### config.mk
export PLATFORM = sky130hd
export DESIGN_NAME = smbus_reg_slave
export DESIGN_NICKNAME = d
export VERILOG_FILES = /design/src/rtl/smbus_pkg.sv /design/src/rtl/smbus_line_cond.sv /design/src/rtl/smbus_addr_match.sv /design/src/rtl/smbus_xfer_fsm.sv /design/src/rtl/smbus_reg_slave.sv
export SDC_FILE = /design/constraint.sdc
export NUM_CORES = 1
export LEC_CHECK = 0
export ABC_AREA = 1
export BUFFER_PORTS_ARGS = -buffer_cell sky130_fd_sc_hd__buf_2
export CORE_UTILIZATION = 53
export CTS_CLUSTER_SIZE = 16
export DETAILED_ROUTE_END_ITERATION = 7
export PLACE_DENSITY = 0.87
export SLEW_MARGIN = 20
export SYNTH_ARGS = -nofsm -noshare
export SYNTH_HDL_FRONTEND = slang
export SYNTH_SLANG_ARGS = --single-unit
### constraint.sdc
create_clock -name clk -period 1.5 [get_ports clk]
set_input_delay 0.075 -clock clk [delete_from_list [all_inputs] [get_ports clk]]
set_output_delay 0.075 -clock clk [all_outputs]
set_load 0.01 [all_outputs]
### src/rtl/smbus_pkg.sv
package smbus_pkg;
  typedef enum logic [3:0] {
    ST_IDLE, ST_ADDR, ST_ADDR_ACK, ST_WR_BIT, ST_WR_ACK,
    ST_RD_LOAD, ST_RD_BIT, ST_RD_ACK, ST_SKIP
  } xfer_st_e;

  localparam logic [6:0] ALERT_ADDR = 7'h0C;
  localparam logic [6:0] BASE_ADDR  = 7'h29;

  // strap code n selects BASE_ADDR + 16*n; code 3 is off
  function automatic logic [6:0] strap_addr(input logic [1:0] code);
    return BASE_ADDR + {1'b0, code, 4'b0000};
  endfunction

  function automatic logic strap_on(input logic [1:0] code);
    return code != 2'b11;
  endfunction
endpackage

### src/rtl/smbus_line_cond.sv
module smbus_line_cond #(
  parameter int SYNC_STAGES = 2
) (
  input  logic clk,
  input  logic rst_n,
  input  logic scl_in,
  input  logic sda_in,
  output logic scl_s,
  output logic sda_s,
  output logic scl_rise,
  output logic scl_fall,
  output logic start_det,
  output logic stop_det
);
  logic [SYNC_STAGES-1:0] scl_sync, sda_sync;
  logic scl_d, sda_d;

  always_ff @(posedge clk or negedge rst_n) begin
    if (!rst_n) begin
      scl_sync <= '1;
      sda_sync <= '1;
      scl_d    <= 1'b1;
      sda_d    <= 1'b1;
    end else begin
      scl_sync <= {scl_sync[SYNC_STAGES-2:0], scl_in};
      sda_sync <= {sda_sync[SYNC_STAGES-2:0], sda_in};
      scl_d    <= scl_sync[SYNC_STAGES-1];
      sda_d    <= sda_sync[SYNC_STAGES-1];
    end
  end

  assign scl_s     = scl_sync[SYNC_STAGES-1];
  assign sda_s     = sda_sync[SYNC_STAGES-1];
  assign scl_rise  = scl_s & ~scl_d;
  assign scl_fall  = ~scl_s & scl_d;
  assign start_det = scl_s & scl_d & ~sda_s & sda_d;
  assign stop_det  = scl_s & scl_d & sda_s & ~sda_d;
endmodule

### src/rtl/smbus_addr_match.sv
module smbus_addr_match (
  input  logic [6:0] hdr_addr,
  input  logic [1:0] strap_sel,
  output logic       self_hit,
  output logic       alert_match
);
  import smbus_pkg::*;

  assign self_hit    = strap_on(strap_sel) && (hdr_addr == strap_addr(strap_sel));
  assign alert_match = (hdr_addr == ALERT_ADDR);
endmodule

### src/rtl/smbus_xfer_fsm.sv
module smbus_xfer_fsm #(
  parameter int AW = 4,
  parameter int DW = 8
) (
  input  logic          clk,
  input  logic          rst_n,
  input  logic          sda_s,
  input  logic          scl_rise,
  input  logic          scl_fall,
  input  logic          start_det,
  input  logic          stop_det,
  input  logic          self_hit,
  input  logic          alert_match,
  input  logic [DW-1:0] reg_rd_data,
  output logic [6:0]    hdr_addr,
  output logic          sda_pull,
  output logic          alert_hit,
  output logic [AW-1:0] reg_addr,
  output logic          reg_wr_en,
  output logic [DW-1:0] reg_wr_data,
  output logic          reg_rd_en,
  output logic          addr_ack_evt,
  output logic          host_nack_evt,
  output logic [AW-1:0] ptr_q
);
  import smbus_pkg::*;

  localparam int CW = $clog2(DW + 1);
  localparam int NREG = 1 << AW;
  localparam logic [CW-1:0] FULL = CW'(DW);
  localparam logic [DW-1:0] COUNT_BYTE = DW'(NREG);

  xfer_st_e      st;
  logic [DW-1:0] sh;
  logic [CW-1:0] cnt;
  logic [AW-1:0] cur_q;
  logic          rw_q, first_q, cnt_pend_q, blk_q, rd_count_q, host_ack_q;
  logic          pull_q, wr_en_q, rd_en_q, alert_q;
  logic [DW-1:0] wr_data_q;
  logic [DW-1:0] load_byte;
  logic          byte_in_done;

  assign hdr_addr      = sh[DW-1:DW-7];
  assign load_byte     = rd_count_q ? COUNT_BYTE : reg_rd_data;
  assign byte_in_done  = scl_fall && (cnt == FULL);
  assign addr_ack_evt  = (st == ST_ADDR) && byte_in_done && self_hit;
  assign host_nack_evt = (st == ST_RD_ACK) && scl_fall && !host_ack_q;

  always_ff @(posedge clk or negedge rst_n) begin
    if (!rst_n) begin
      st         <= ST_IDLE;
      sh         <= '0;
      cnt        <= '0;
      cur_q      <= '0;
      ptr_q      <= '0;
      rw_q       <= 1'b0;
      first_q    <= 1'b0;
      cnt_pend_q <= 1'b0;
      blk_q      <= 1'b0;
      rd_count_q <= 1'b0;
      host_ack_q <= 1'b0;
      pull_q     <= 1'b0;
      wr_en_q    <= 1'b0;
      rd_en_q    <= 1'b0;
      alert_q    <= 1'b0;
      wr_data_q  <= '0;
    end else begin
      wr_en_q <= 1'b0;
      rd_en_q <= 1'b0;
      alert_q <= 1'b0;
      if (wr_en_q) cur_q <= cur_q + 1'b1;
      if (start_det) begin
        st         <= ST_ADDR;
        cnt        <= '0;
        pull_q     <= 1'b0;
        cnt_pend_q <= 1'b0;
      end else if (stop_det) begin
        st     <= ST_IDLE;
        pull_q <= 1'b0;
      end else begin
        unique case (st)
          ST_ADDR: begin
            if (scl_rise) begin
              sh  <= {sh[DW-2:0], sda_s};
              cnt <= cnt + 1'b1;
            end else if (byte_in_done) begin
              if (self_hit) begin
                pull_q <= 1'b1;
                rw_q   <= sh[0];
                cur_q  <= ptr_q;
                st     <= ST_ADDR_ACK;
              end else begin
                alert_q <= alert_match;
                st      <= ST_SKIP;
              end
            end
          end
          ST_ADDR_ACK: begin
            if (scl_fall) begin
              pull_q <= 1'b0;
              if (!rw_q) begin
                st      <= ST_WR_BIT;
                cnt     <= '0;
                first_q <= 1'b1;
              end else begin
                st         <= ST_RD_LOAD;
                rd_en_q    <= ~blk_q;
                rd_count_q <= blk_q;
              end
            end
          end
          ST_WR_BIT: begin
            if (scl_rise) begin
              sh  <= {sh[DW-2:0], sda_s};
              cnt <= cnt + 1'b1;
            end else if (byte_in_done) begin
              pull_q  <= 1'b1;
              st      <= ST_WR_ACK;
              first_q <= 1'b0;
              if (first_q && sh[DW-1]) begin
                ptr_q      <= sh[AW-1:0];
                cur_q      <= sh[AW-1:0];
                blk_q      <= sh[AW];
                cnt_pend_q <= sh[AW];
              end else if (cnt_pend_q) begin
                cnt_pend_q <= 1'b0;
              end else begin
                wr_en_q   <= 1'b1;
                wr_data_q <= sh;
              end
            end
          end
          ST_WR_ACK: begin
            if (scl_fall) begin
              pull_q <= 1'b0;
              cnt    <= '0;
              st     <= ST_WR_BIT;
            end
          end
          ST_RD_LOAD: begin
            sh     <= load_byte;
            pull_q <= ~load_byte[DW-1];
            cnt    <= CW'(1);
            st     <= ST_RD_BIT;
          end
          ST_RD_BIT: begin
            if (scl_fall) begin
              if (cnt == FULL) begin
                pull_q <= 1'b0;
                st     <= ST_RD_ACK;
              end else begin
                sh     <= {sh[DW-2:0], 1'b0};
                pull_q <= ~sh[DW-2];
                cnt    <= cnt + 1'b1;
              end
            end
          end
          ST_RD_ACK: begin
            if (scl_rise) begin
              host_ack_q <= ~sda_s;
              if (!sda_s && !rd_count_q) cur_q <= cur_q + 1'b1;
            end else if (scl_fall) begin
              if (host_ack_q) begin
                rd_en_q    <= 1'b1;
                rd_count_q <= 1'b0;
                st         <= ST_RD_LOAD;
              end else begin
                st <= ST_SKIP;
              end
            end
          end
          default: ;
        endcase
      end
    end
  end

  assign sda_pull    = pull_q;
  assign alert_hit   = alert_q;
  assign reg_addr    = cur_q;
  assign reg_wr_en   = wr_en_q;
  assign reg_wr_data = wr_data_q;
  assign reg_rd_en   = rd_en_q;
endmodule

### src/rtl/smbus_reg_slave.sv
module smbus_reg_slave #(
  parameter int AW = 4,
  parameter int DW = 8,
  parameter int SYNC_STAGES = 2
) (
  input  logic          clk,
  input  logic          rst_n,
  input  logic          scl_in,
  input  logic          sda_in,
  input  logic [1:0]    strap_sel,
  output logic          sda_pull,
  output logic          alert_hit,
  output logic [AW-1:0] reg_addr,
  output logic          reg_wr_en,
  output logic [DW-1:0] reg_wr_data,
  output logic          reg_rd_en,
  input  logic [DW-1:0] reg_rd_data
);
  logic       scl_s, sda_s, scl_rise, scl_fall, start_det, stop_det;
  logic [6:0] hdr_addr;
  logic       self_hit, alert_match, addr_ack_evt, host_nack_evt;
  logic [AW-1:0] ptr_q;

  smbus_line_cond #(.SYNC_STAGES(SYNC_STAGES)) u_line (
    .clk(clk), .rst_n(rst_n), .scl_in(scl_in), .sda_in(sda_in),
    .scl_s(scl_s), .sda_s(sda_s), .scl_rise(scl_rise), .scl_fall(scl_fall),
    .start_det(start_det), .stop_det(stop_det)
  );

  smbus_addr_match u_match (
    .hdr_addr(hdr_addr), .strap_sel(strap_sel),
    .self_hit(self_hit), .alert_match(alert_match)
  );

  smbus_xfer_fsm #(.AW(AW), .DW(DW)) u_fsm (
    .clk(clk), .rst_n(rst_n), .sda_s(sda_s), .scl_rise(scl_rise),
    .scl_fall(scl_fall), .start_det(start_det), .stop_det(stop_det),
    .self_hit(self_hit), .alert_match(alert_match), .reg_rd_data(reg_rd_data),
    .hdr_addr(hdr_addr), .sda_pull(sda_pull), .alert_hit(alert_hit),
    .reg_addr(reg_addr), .reg_wr_en(reg_wr_en), .reg_wr_data(reg_wr_data),
    .reg_rd_en(reg_rd_en), .addr_ack_evt(addr_ack_evt),
    .host_nack_evt(host_nack_evt), .ptr_q(ptr_q)
  );
endmodule

==> impl_metrics.tcl <==
set metrics [dict create \
    grt_antenna_before_repair 0 \
    synth_compound_gate_area_share 0.1268 \
    fp-row-count 26 \
    unrepaired_setup_endpoints_after_global_routing "yes" \
    instance_count_of_the_mapped_netlist 392 \
    top_level_ports 30 \
    slew_viol_final 0 \
    power_per_cell_area_nw_per_um2 1269 \
    cp.buffers_inverters 3 \
    cts-buffers-inserted 5 \
    outcome "complete, but fails checks" \
    post_drt_via_cell_ratio 5.797 \
    fp.dieW_um 76.25 \
    post_synth_and_or_nand_nor_area_fraction 0.3559 \
    synth_top_flop_cell "dfrtp_1" \
    cts_tree "done" \
    p_leak_nw 2.049 \
    dr_total_vias 3287 \
    transition_at_the_pin_with_the_smallest_max_transition_slack_ps 521.0 \
    synth.yosys.seq_area_share 0.4137 \
    muxShareOfSynthArea 0 \
    max_freq_mhz 586.4 \
    hp-class "in2reg" \
    setup.worst_path.class "reg2reg" \
    placed_cell_area_um2 3551 \
    layout_min_cycle_time_ps 1705 \
    place.port_buffers 29 \
    critical_path.top_delay_family "flip-flops" \
    areaGrowthSynthToFinish_pct 39.14 \
    dieHeight_um 76.25 \
    ctsRootBufferMaster "clkbuf_8" \
    fin_skew_ps 6.584 \
    design.core.area_um2 5205 \
    post_synth_instance_area_um2 2922 \
    synth_nets 409 \
    drive_above_1_share 0.3944 \
    ir_drop_mv 0.9812 \
    drtAntennaViolNets 0 \
    cp.arrival_ps 1930 \
    synth.yosys.warnings 0 \
    n_fill_cell 319 \
    syn-mean-instance-area_um2 7.453 \
    critical_path.endpoint_type "flip-flop" \
    yosys_register_bits 48 \
    violations "negative setup slack" \
    worst_path_largest_cell_delay_ps 590 \
    grt_overflow 0 \
    die-area_um2 5813 \
    post_synth_num_cell_types 35 \
    min_period_over_period 1.137 \
    global_route.usage.total 0.3010 \
    max_cap_violations 0 \
    h-tree-depth 2 \
    floorplan.initialDensity 0.5613 \
    post_synth_xor_area_fraction 0.01499 \
    count_of_endpoints_failing_setup_in_the_final_report 36 \
    largest_fanout_on_the_critical_path 4 \
    timing.setup.tns_ps -4008 \
    worst_setup_path_start_kind "flip-flop" \
    first_global_vias 3005 \
    synth_adder_area_share 0.01285 \
    dp_hpwl_um 5994 \
    post-route-worst-setup-slack_ps -205.4 \
    critical_path.cell_chain "buf_4 -> buf_4 -> nand4_4 -> buf_4 -> nand3_1 -> o21ai_1 -> nor2_1 -> nand2_1 -> nand2_1 -> nand2_1" \
    dominant_combinational_cell_family_by_area_after_synthesis "simple AND/OR/NAND/NOR gates" \
    postSynth.asyncResetShare 1.000 \
    slew-limit-headroom 0.6527 \
    cp_slowest_cell "dfstp_2" \
    synth-edff-count 0 \
    gp_routability_congestion 0.9214 \
    worst_setup_hold_path_clk_slew_ps 90 \
    ctsLongestPathBuffers 2 \
    initialDrtViolationCount 347 \
    worst_skew_pair.late_latency_ps 320 \
    firstDrtPassIters 6 \
    route.detailed.wl_per_inst_um 16.56 \
    drt_drc_violations_left 0 \
    clkSinkCount 48 \
    antenna_cells 0 \
    grt_pass1_wl_um 13860 \
    final_hold_viol_count 0 \
    grt_start_max_net_pins 29 \
    detail_route.wirelength_um 9388 \
    final_design_area_no_fill_um2 4065 \
    fin_nets 513 \
    critical_path_required_ps 1720 \
]
## what timing repair did
action | 4_1_cts | 5_1_grt
gates resized for setup | 33 | 37
pin swaps | 14 | 15
hold buffers | 3 | 0
cloned | 0 | 1
buffers inserted | 8 | 11
endpoints found under the setup margin | 30 | 40
endpoints found under the hold margin | 16 | 0
## registers in the layout (all words and copies together) (netlist names), 2 cells and up
register / flops
u_line.scl_sync: 2
u_fsm.reg_wr_data: 8
u_fsm.ptr_q: 4
u_line.sda_sync: 2
u_fsm.cnt: 4
u_fsm.reg_addr: 4
u_fsm.st: 4
u_fsm.sh: 8
## worst reg2reg max path: cells and delay by family, from the launching register on
kind / cells / cell delay, ps
flops: 1 / 590
simple gates: 6 / 520
buf+inv: 3 / 420
compound gates: 1 / 80
## metrics by stage
stage	utilization	worst slack, ps	hold slack, ps	instances	power [mW]
after global placement	0.6822	-101.1	57.44	536	3.845
after CTS	0.7392	-103.1	113.0	555	4.884
final	0.7810	-205.4	118.5	567	5.159
after global routing	0.7810	-290.3	156.3	567	5.459
after detailed placement	0.6822	-187.5	67.98	536	3.937
after floorplan	-	-71.77	-220.6	392	3.092
## final timing paths
kind                                    start  slack, ps                    to  cells past startpoint
max                              u_line.scl_d       -210        u_fsm.sda_pull                     10
min                            reg_rd_data[6]        120           u_fsm.sh[6]                      5
max reg2reg                      u_line.scl_d       -210        u_fsm.sda_pull                     10
min reg2reg                u_line.sda_sync[0]        360    u_line.sda_sync[1]                      0
max in group asynchronous               rst_n        720  u_fsm.reg_wr_data[2]                      3
min in group asynchronous               rst_n        260  u_fsm.reg_wr_data[5]                      2
## final cells by class
class,count,area [um^2],area share
tap,70,87.58,0.02155
sequential,48,1211,0.2979
clock inverter,2,13.76,0.003386
timing repair buffer,99,734.5,0.1807
multi-input combinational,289,1730,0.4257
inverter,53,205.2,0.05048
clock buffer,6,82.58,0.02031
## kinds of logic (layout without fill, tap and decap cells)
family / after synthesis / count (layout)
flops: 48 / 48
buf+inv: 56 / 160
fa+ha+maj: 3 / 3
simple gates: 215 / 216
compound gates: 65 / 65
xor+xnor: 5 / 5
## layout by cell type (no fill, tap or decap), types with 6 or more instances in the layout
cell type	n
nor2_4	11
nor2_1	24
inv_1	37
clkbuf_8	6
buf_4	59
nand4_1	9
nand2_2	15
o21ai_1	19
inv_2	13
buf_2	29
nand3_2	9
dfstp_2	6
nand2_1	91
nor2_2	12
dfrtp_1	40
o21ai_0	22
a21oi_1	7
nand3_1	30
## per-layer routing
layer	track usage	routed length (um)	part of all wire
met5	0	0	0
met1	0.3809	3567	0.38
met2	0.5081	4696	0.50
met3	0.05150	790	0.084
met4	0.1250	333	0.035
## cells in the mapped netlist (5+ instances only)
master | n | area share
nor2_1 | 38 | 0.049
a21oi_1 | 8 | 0.014
inv_2 | 11 | 0.014
nand2_2 | 11 | 0.024
o211ai_1 | 5 | 0.013
o21ai_0 | 31 | 0.053
dfrtp_1 | 42 | 0.36
dfstp_2 | 6 | 0.054
nor2_4 | 6 | 0.023
o21ai_1 | 12 | 0.021
nand4_1 | 9 | 0.019
inv_1 | 41 | 0.053
nand2_1 | 100 | 0.13
nand3_1 | 36 | 0.062
## power breakdown
group | switching [mW] | internal [mW] | total (mW)
combinational | 1.50 | 0.965 | 2.47
sequential | 0.253 | 1.57 | 1.82
clock | 0.488 | 0.378 | 0.867
Power figures use the tool's default switching activity.
